[config.mk]
export PLATFORM = sky130hd
export DESIGN_NAME = dr_carry_adder
export DESIGN_NICKNAME = d
export VERILOG_FILES = /design/src/rtl/dr_add_pkg.sv /design/src/rtl/dr_carry_cell.sv /design/src/rtl/dr_done_detect.sv /design/src/rtl/dr_step_counter.sv /design/src/rtl/dr_carry_adder.sv
export SDC_FILE = /design/constraint.sdc
export NUM_CORES = 1
export LEC_CHECK = 0
export BUFFER_PORTS_ARGS = -buffer_cell sky130_fd_sc_hd__clkbuf_2
export CELL_PAD_IN_SITES_DETAIL_PLACEMENT = 2
export CELL_PAD_IN_SITES_GLOBAL_PLACEMENT = 2
export CORE_AREA = 2 2 154 141
export CTS_BUF_LIST = sky130_fd_sc_hd__clkbuf_2 sky130_fd_sc_hd__clkbuf_4 sky130_fd_sc_hd__clkbuf_8
export CTS_CLUSTER_DIAMETER = 120
export DETAILED_ROUTE_END_ITERATION = 12
export DIE_AREA = 0 0 156 143
export GPL_TIMING_DRIVEN = 0
export HOLD_SLACK_MARGIN = 0.15
export PLACE_DENSITY_LB_ADDON = 0.1
export SETUP_SLACK_MARGIN = 0.05
export SYNTH_ARGS = -nofsm -noshare
export SYNTH_HDL_FRONTEND = slang
export SYNTH_HIERARCHICAL = 1
export SYNTH_SLANG_ARGS = --single-unit
[constraint.sdc]
create_clock -name clk -period 5.2 [get_ports clk]
set_input_delay 1.04 -clock clk [delete_from_list [all_inputs] [get_ports clk]]
set_output_delay 1.04 -clock clk [all_outputs]
set_load 0.01 [all_outputs]
[src/rtl/dr_add_pkg.sv]
package dr_add_pkg;
  typedef logic [1:0] dr_t;

  localparam dr_t DR_EMPTY = 2'b00;
  localparam dr_t DR_FALSE = 2'b01;
  localparam dr_t DR_TRUE  = 2'b10;

  function automatic logic dr_valid(input dr_t p);
    return p == DR_FALSE || p == DR_TRUE;
  endfunction

  function automatic dr_t dr_from_bit(input logic v);
    return v ? DR_TRUE : DR_FALSE;
  endfunction

  function automatic logic dr_is_true(input dr_t p);
    return p == DR_TRUE;
  endfunction

  // Sum bit of one position, given its carry-in pair.
  function automatic logic dr_sum_bit(input logic x, input logic y, input dr_t c);
    return x ^ y ^ dr_is_true(c);
  endfunction
endpackage

[src/rtl/dr_carry_cell.sv]
module dr_carry_cell
  import dr_add_pkg::*;
(
  input  logic clk,
  input  logic rst_n,
  input  logic clr,
  input  logic step_en,
  input  logic a_bit,
  input  logic b_bit,
  input  dr_t  c_in,
  output dr_t  c_out
);
  logic gen_or_kill;
  logic take_lower;

  assign gen_or_kill = (a_bit == b_bit);
  assign take_lower  = !gen_or_kill && dr_valid(c_in);

  always_ff @(posedge clk or negedge rst_n) begin
    if (!rst_n)                              c_out <= DR_EMPTY;
    else if (clr)                            c_out <= DR_EMPTY;
    else if (step_en && c_out == DR_EMPTY) begin
      if (gen_or_kill)                       c_out <= dr_from_bit(a_bit);
      else if (take_lower)                   c_out <= c_in;
    end
  end

  AST_NO_BOTH_RAILS: assert property (@(posedge clk) disable iff (!rst_n)
    c_out != 2'b11);
  AST_SETTLE_ONCE: assert property (@(posedge clk) disable iff (!rst_n)
    (!clr && c_out != DR_EMPTY) |=> c_out == $past(c_out));
  AST_FIRST_STEP: assert property (@(posedge clk) disable iff (!rst_n)
    (!clr && step_en && c_out == DR_EMPTY && gen_or_kill) |=> c_out == dr_from_bit($past(a_bit)));
endmodule

[src/rtl/dr_done_detect.sv]
module dr_done_detect
  import dr_add_pkg::*;
#(
  parameter int W = 32
) (
  input  dr_t  pairs [W],
  output logic all_settled
);
  logic [W-1:0] settled;

  for (genvar i = 0; i < W; i++) begin : g_chk
    assign settled[i] = dr_valid(pairs[i]);
  end

  assign all_settled = &settled;
endmodule

[src/rtl/dr_step_counter.sv]
module dr_step_counter #(
  parameter int SW = 6
) (
  input  logic          clk,
  input  logic          rst_n,
  input  logic          clr,
  input  logic          inc,
  output logic [SW-1:0] count
);
  always_ff @(posedge clk or negedge rst_n) begin
    if (!rst_n)   count <= '0;
    else if (clr) count <= '0;
    else if (inc) count <= count + 1'b1;
  end
endmodule

[src/rtl/dr_carry_adder.sv]
module dr_carry_adder
  import dr_add_pkg::*;
#(
  parameter int W  = 32,
  localparam int SW = $clog2(W + 1)
) (
  input  logic          clk,
  input  logic          rst_n,
  input  logic          start,
  input  logic [W-1:0]  a,
  input  logic [W-1:0]  b,
  input  logic          cin,
  output logic [W-1:0]  sum,
  output logic          cout,
  output logic          done,
  output logic [SW-1:0] steps
);
  logic [W-1:0] a_q, b_q;
  logic         cin_q;
  logic         active;
  logic         all_settled;
  logic         step_en;
  dr_t          co [W];
  dr_t          ci [W];
  logic [W-1:0] sum_raw;

  always_ff @(posedge clk or negedge rst_n) begin
    if (!rst_n) begin
      a_q <= '0; b_q <= '0; cin_q <= 1'b0; active <= 1'b0;
    end else if (start) begin
      a_q <= a; b_q <= b; cin_q <= cin; active <= 1'b1;
    end
  end

  assign step_en = active && !all_settled;

  for (genvar i = 0; i < W; i++) begin : g_bit
    if (i == 0) begin : g_lsb
      assign ci[i] = dr_from_bit(cin_q);
    end else begin : g_up
      assign ci[i] = co[i-1];
    end
    dr_carry_cell u_cell (
      .clk(clk), .rst_n(rst_n), .clr(start), .step_en(step_en),
      .a_bit(a_q[i]), .b_bit(b_q[i]), .c_in(ci[i]), .c_out(co[i])
    );
    assign sum_raw[i] = dr_sum_bit(a_q[i], b_q[i], ci[i]);
  end

  dr_done_detect #(.W(W)) u_done (.pairs(co), .all_settled(all_settled));

  dr_step_counter #(.SW(SW)) u_cnt (
    .clk(clk), .rst_n(rst_n), .clr(start), .inc(step_en), .count(steps)
  );

  assign done = active && all_settled;
  assign sum  = done ? sum_raw : '0;
  assign cout = done && dr_is_true(co[W-1]);

  AST_RESULT_OK: assert property (@(posedge clk) disable iff (!rst_n)
    done |-> {cout, sum} == ({1'b0, a_q} + {1'b0, b_q} + {{W{1'b0}}, cin_q}));
  AST_STEPS_RANGE: assert property (@(posedge clk) disable iff (!rst_n)
    done |-> (steps >= SW'(1) && steps <= SW'(W)));
  AST_HOLD_DONE: assert property (@(posedge clk) disable iff (!rst_n)
    (done && !start) |=> (done && $stable(sum) && $stable(steps) && $stable(cout)));
  AST_RESTART_CLEARS: assert property (@(posedge clk) disable iff (!rst_n)
    start |=> !done);
endmodule

# Yosys cells after proc, flatten, opt, wreduce, memory -nomap -nowiden
# Index checks and enable logic that the tools add are counted.
op_classes:
  n_reduce_logical: 263
  n_mux: 164
  n_bitwise: 64
  n_eq_ne: 98
  add_sub_neg: 1
ops:
  columns: ["operator", "n"]
  rows:
  - ["$mux 2", 161]
  - ["$reduce_bool 3->1", 32]
  - ["$logic_and 1x1->1", 67]
  - ["$eq 2x1->1 const B", 33]
  - ["$eq 2x2->1 const B", 33]
  - ["$reduce_bool 2->1", 33]
  - ["$logic_not 2->1", 32]
  - ["$reduce_and 2->1", 32]
  - ["$xor 1x1->1", 64]
  - ["$logic_not 1->1", 33]
  - ["$logic_or 1x1->1", 33]
  - ["$eq 1x1->1", 32]
  - ["$mux 32", 1]
  - ["$reduce_and 32->1", 1]
  - ["$mux 6", 2]
  - ["$add 6x1->6 const B", 1]
totals:
  word_cells: 627
  reg_bits: 136
  in_bits: 68

# Longest topological paths before layout
logic_depth:
  word_depth: 8
  mapped_depth: 8

# Hierarchy
# The synthesis kept the hierarchy.
by_module_without_submodules:
  columns: ["mod", "area_per_inst_um2", "n_inst", "cells_per_inst"]
  rows:
  - ["dr_carry_cell", 121.4, 32, 13]
  - ["dr_carry_adder", 3433.3, 1, 275]
  - ["dr_done_detect", 346.6, 1, 43]
  - ["dr_step_counter", 269.0, 1, 24]

# Worst setup path before layout
# OpenSTA, ideal clock, no wires.
synth_path:
  path_type: "register to register"
  startpoint: "register g_bit[0].u_cell.c_out[0]"
  endpoint: "register u_cnt.count[5]"
  setup_ps: 77
  synth_period_minus_slack_ps: 3950
  path_stages_with_launch: 9
  path_slack_ps: 1250
  t_arrival_ps: 3872
  cell_sequence: "dfrtp_1 -> xnor2_1 -> nor4_1 -> nand4_1 -> nor2_1 -> nor2b_1 -> nand4_2 -> or3_1 -> a21oi_1"
synth_between:
  elab_chain_cells: 6
  word_cells_on_any_way: 7
  cone_classes: "2 x eq/ne; 5 x reduce/logical"
synth_rtl:
  columns: ["element", "line", "rtl"]
  rows:
  - ["start, declared", "dr_carry_cell.sv:11", "output dr_t c_out"]
  - ["start signal, assigned", "dr_carry_cell.sv:23", "if (gen_or_kill) c_out <= dr_from_bit(a_bit);"]
  - ["start signal, assigned", "dr_carry_cell.sv:24", "else if (take_lower) c_out <= c_in;"]
  - ["$eq 2x1->1 / $eq 2x2->1 (equally long branches)", "dr_add_pkg.sv:9", "return p == DR_FALSE || p == DR_TRUE;"]
  - ["$logic_or 1x1->1 (*)", "dr_add_pkg.sv:9", null]
  - ["$reduce_and 32->1 (*)", "dr_done_detect.sv:15", "assign all_settled = &settled;"]
  - ["named net all_settled", "dr_carry_adder.sv:21", "logic all_settled;"]
  - ["$logic_not 1->1 (*)", "dr_carry_adder.sv:35", "assign step_en = active && !all_settled;"]
  - ["$logic_and 1x1->1 (*)", "dr_carry_adder.sv:35", null]
  - ["named net step_en", "dr_carry_adder.sv:22", "logic step_en;"]
  - ["$reduce_bool 2->1 (no line) (*)", null, null]
  - ["end signal, assigned", "dr_step_counter.sv:13", "else if (inc) count <= count + 1'b1;"]
  - ["end, declared", "dr_step_counter.sv:8", "output logic [SW-1:0] count"]
# Mark *: on every way through the listed nets, which the timed path passes. The rest lies on a longest branch.
# A chain may end at the register's enable or synchronous reset.

# Final worst setup path
layout_path:
  startpoint: "register g_bit[20].u_cell.c_out[0]"
  endpoint: "output port sum[9]"
layout_between:
  elab_chain_cells: 5
  word_cells_on_any_way: 6
  cone_classes: "2 x eq/ne; 1 x mux; 3 x reduce/logical"
layout_rtl:
  columns: ["element", "line", "rtl"]
  rows:
  - ["start, declared", "dr_carry_cell.sv:11", null]
  - ["start signal, assigned", "dr_carry_cell.sv:23", null]
  - ["start signal, assigned", "dr_carry_cell.sv:24", null]
  - ["$eq 2x1->1 / $eq 2x2->1 (equally long branches)", "dr_add_pkg.sv:9", null]
  - ["$logic_or 1x1->1 (*)", "dr_add_pkg.sv:9", null]
  - ["$reduce_and 32->1 (*)", "dr_done_detect.sv:15", null]
  - ["named net all_settled", "dr_carry_adder.sv:21", null]
  - ["$logic_and 1x1->1 (*)", "dr_carry_adder.sv:56", "assign done = active && all_settled;"]
  - ["$mux 32 (*)", "dr_carry_adder.sv:57", "assign sum = done ? sum_raw : '0;"]
  - ["end, declared", "dr_carry_adder.sv:13", "output logic [W-1:0] sum,"]
# Marks and branches as above.

==> out/qor_table.md <==
| Step | Result | Value |
|---|---|---|
| run status | Result of the run | complete, no violations |
| sta | Max-slew violations | 0 |
| sta | Count of endpoints failing setup in the final report | 0 |
| final layout | Number of fillers in the final layout | 2,164 |
| die | Die Outline Area | 0.0223 mm² |
| power and ir drop | Total power per unit cell area | 336 mW/mm² |
| yosys | Post-synthesis instance area | 0.00793 mm² |
| drt | First-pass detailed-route iteration total | 4 |
| sta | Fin. Hold Viols | 0 |
| yosys | Count of synthesis-stage warnings from yosys | 6 |
| cts | CTS Buffer Depth | 2 |
| grt | Antenna violations before repair | 0 |
| die | Top Ports | 108 |
| sta | Final-layout setup total negative slack | 0 ns |
| cts | TritonCTS clock tree | built |
| die | Total core area | 0.0206 mm² |
| power and ir drop | Static Leakage | 0.00390 µW |
| yosys | Leading post-synthesis cells by cell area | sky130_fd_sc_hd__dfrtp_1 43%, sky130_fd_sc_hd__xnor2_1 7.3%, sky130_fd_sc_hd__mux2_2 5.3%, sky130_fd_sc_hd__a211oi_2 5.0%, sky130_fd_sc_hd__nor2b_1 5.0% |
| yosys | Post-Syn Nets | 827 |
| drt | Vias | 6,153 |
| yosys | Fraction of the yosys area taken by sequential cells | 0.429 |
| final layout | Area of all sequential standard cells | 0.00340 mm² |
| die | Die Ht | 143 µm |
| drt | Routed Wire Length | 22,900 µm |
| cts | Clk slew on worst S/H paths | 0.08 ns |
| sta | F_max | 0.230 GHz |
| cts | Clock H-tree levels | 4 |
| setup path | Worst setup EP type | output port |
| cts | Total clock sinks | 136 |
| drt | Residual DRC count | 0 |
| setup path | Data required, critical path | 4.16 ns |
| final layout | Most frequent cells in the layout | 136 x sky130_fd_sc_hd__dfrtp_1, 105 x sky130_fd_sc_hd__clkbuf_2, 66 x sky130_fd_sc_hd__inv_1, 66 x sky130_fd_sc_hd__xnor2_1, 65 x sky130_fd_sc_hd__a21oi_1 |
| grt | First-pass GRT wire length | 37,500 µm |
| sta | Slew HR | 0.486 |
| placed design | Quantity of I/O buffers inserted on ports | 107 |
| yosys | Top cell type by total area after synthesis | sky130_fd_sc_hd__dfrtp_1 |
| power and ir drop | Power consumption | 3120 µW |
| final layout | Area growth syn-to-layout | 17.0% |
| placed design | Placer congestion estimate | 0.707 |
| yosys | Number of distinct standard cells referenced by the synthesized netlist | 27 |
| final layout | Multi-input combinational cell area | 0.00422 mm² |
| drt | Average detailed-routed wire length per instance | 19.8 µm |
| die | Number of placement rows | 50 |
| sta | Final Skew | 0.0157 ns |
| sta | Minimum period implied by the final worst setup slack | 4.34 ns |
| yosys | Post-Syn Instances | 758 |
| final layout | # diodes | 0 |
| final layout | Net count, final | 957 |
| final layout | Final standard cell utilization of the core | 0.451 |
| drt | Violation count after the first detailed-route iteration | 239 |
| setup path | Arr. time, crit path | 3.30 ns |
| cts | TritonCTS Buffers | 17 |
| sta | Unrepaired setup endpoints after global routing | no |
| sta | Hold Worst Slack | 0.519 ns |
| grt | Maximum number of pins on one net before global-route repair | 73 |
| placed design | Cell count after placement | 1,129 |
| final layout | Most frequent standard cell in the layout excluding fill and tap cells | sky130_fd_sc_hd__dfrtp_1 |
| cts | Post-cts hold buffer count | 0 |
| yosys | Synthesized flop and latch total | 136 |
| final layout | Final std cells w/o fill | 1,157 |
| yosys | Area share of the leading cell type in the synthesized netlist | 0.429 |
| placed design | Placed wire-length estimate | 16,500 µm |
| drt | Via-per-instance ratio | 5.32 |
| power and ir drop | Peak supply drop | 122 µV |
| grt | Overall Global Routing Usage | 0.217 |
| sta | Final critical-path share of the clock period | 0.835 |
| flow run | Maximum Capacitance Violations | 0 |
| grt | Total global routing overflow | 0 |
| sta | Transition time at the pin with the least slew margin | 0.764 ns |
| cts | Buffers inserted during post-CTS setup optimization | 0 |
| grt | Number of global-route vias before repair | 6,927 |
| die | Starting density of the core | 0.385 |
| cts | Skew-Pair Late Insertion Delay | 0.46 ns |
| setup path | Startpoint types | flip-flop |
| setup path | Type of the worst setup path | flip-flop to output port |
| worst hold path | Path type of the worst min-delay path | flip-flop to flip-flop |
| yosys | Mapped Avg Cell Area | 10.5 µm² |
| cts | Buffer cell driving the clock tree root | sky130_fd_sc_hd__clkbuf_8 |
| die | Chip width | 156 µm |
| cts | Resize count post-CTS | 0 |
| setup path | Largest fanout of any net on the critical path | 10 |
| final layout | Layout cells sized above 1 | 0.301 |
| drt | Number of routed nets with antenna violations | 0 |
## per-stage QoR
step / setup WS (ns) / cell area (µm²)
after floorplan: 1.25 / 7930
after global placement: -1.03 / 8790
after detailed placement: 1.28 / 8910
after CTS: 0.740 / 9280
after global routing: 0.706 / 9280
final: 0.859 / 9280
## synth_stat cells
master	number
sky130_fd_sc_hd__a311oi_1	32
sky130_fd_sc_hd__nand4_2	1
sky130_fd_sc_hd__o21ai_0	34
sky130_fd_sc_hd__mux2_2	37
sky130_fd_sc_hd__or2_2	1
sky130_fd_sc_hd__xor2_1	34
sky130_fd_sc_hd__mux2_4	20
sky130_fd_sc_hd__nand4_1	3
sky130_fd_sc_hd__nor4_1	8
sky130_fd_sc_hd__xnor2_1	66
sky130_fd_sc_hd__inv_1	66
sky130_fd_sc_hd__a211oi_2	32
sky130_fd_sc_hd__maj3_2	32
sky130_fd_sc_hd__a21oi_1	65
sky130_fd_sc_hd__or3_1	1
sky130_fd_sc_hd__ha_1	1
sky130_fd_sc_hd__nand2_1	36
sky130_fd_sc_hd__buf_2	3
sky130_fd_sc_hd__dfrtp_1	136
sky130_fd_sc_hd__nand2b_1	32
sky130_fd_sc_hd__mux2_1	7
sky130_fd_sc_hd__clkbuf_1	3
sky130_fd_sc_hd__mux2i_1	1
sky130_fd_sc_hd__nor3b_1	1
sky130_fd_sc_hd__nor2b_1	64
sky130_fd_sc_hd__nor2_1	38
sky130_fd_sc_hd__buf_6	4
## cell families after synthesis
logic type               after synthesis  synth area share
multiplexers                          65             0.102
flip-flops                           136             0.429
buffers and inverters                 76            0.0402
XOR/XNOR                             100             0.110
AND/OR/NAND/NOR                      185             0.124
AO/OA/AOI/OAI                        163             0.148
adder cells (fa/ha/maj)               33            0.0470
## area by class of cell
type                       count  share of cell area
clock buffer                  25              0.0357
sequential                   136               0.367
multi-input combinational    546               0.455
clock inverter                 3             0.00431
inverter                      66              0.0267
tap                          260              0.0351
buffer                        10             0.00769
timing repair buffer         111              0.0692
## power breakdown
group	internal, µW	leakage, µW	switching, µW	total (µW)
clock	454	0.000197	414	868
combinational	421	0.00202	405	827
sequential	1190	0.00169	229	1420
## flip-flops by register name (all words and copies together) (netlist names)
signal	count
cin_q	1
u_cnt/count	6
b_q	32
active	1
a_q	32
g_bit.u_cell/c_out	64
## routing by layer
layer / GRT usage / share of wire
met1: 0.269 / 0.44
met2: 0.395 / 0.53
met3: 0.0288 / 0.023
met4: 0.0652 / 0.012
met5: 0 / 0
## final timing paths
kind / start / end / slack (ns) / cells after the start
max in group asynchronous: rst_n / a_q[23] / 3.85 / 2
worst min-delay path: active / active / 0.52 / 1
worst min register to register: active / active / 0.52 / 1
worst max register to register: g_bit[20].u_cell/c_out[0] / g_bit[21].u_cell/c_out[1] / 2.40 / 9
worst max-delay path: g_bit[20].u_cell/c_out[0] / sum[9] / 0.86 / 8
min in group asynchronous: rst_n / g_bit[10].u_cell/c_out[1] / 0.57 / 1
## critical path, cell delays in order (launching register included)
cell,delay [ns]
sky130_fd_sc_hd__dfrtp_1,0.46
sky130_fd_sc_hd__xnor2_1,0.19
sky130_fd_sc_hd__nor4_1,0.66
sky130_fd_sc_hd__nand4_1,0.22
sky130_fd_sc_hd__nor2_1,0.28
sky130_fd_sc_hd__nand2_1,0.26
sky130_fd_sc_hd__clkbuf_1,0.40
sky130_fd_sc_hd__nor2_1,0.21
sky130_fd_sc_hd__clkbuf_2,0.15
Note: power is estimated with default switching activity, not from simulation.
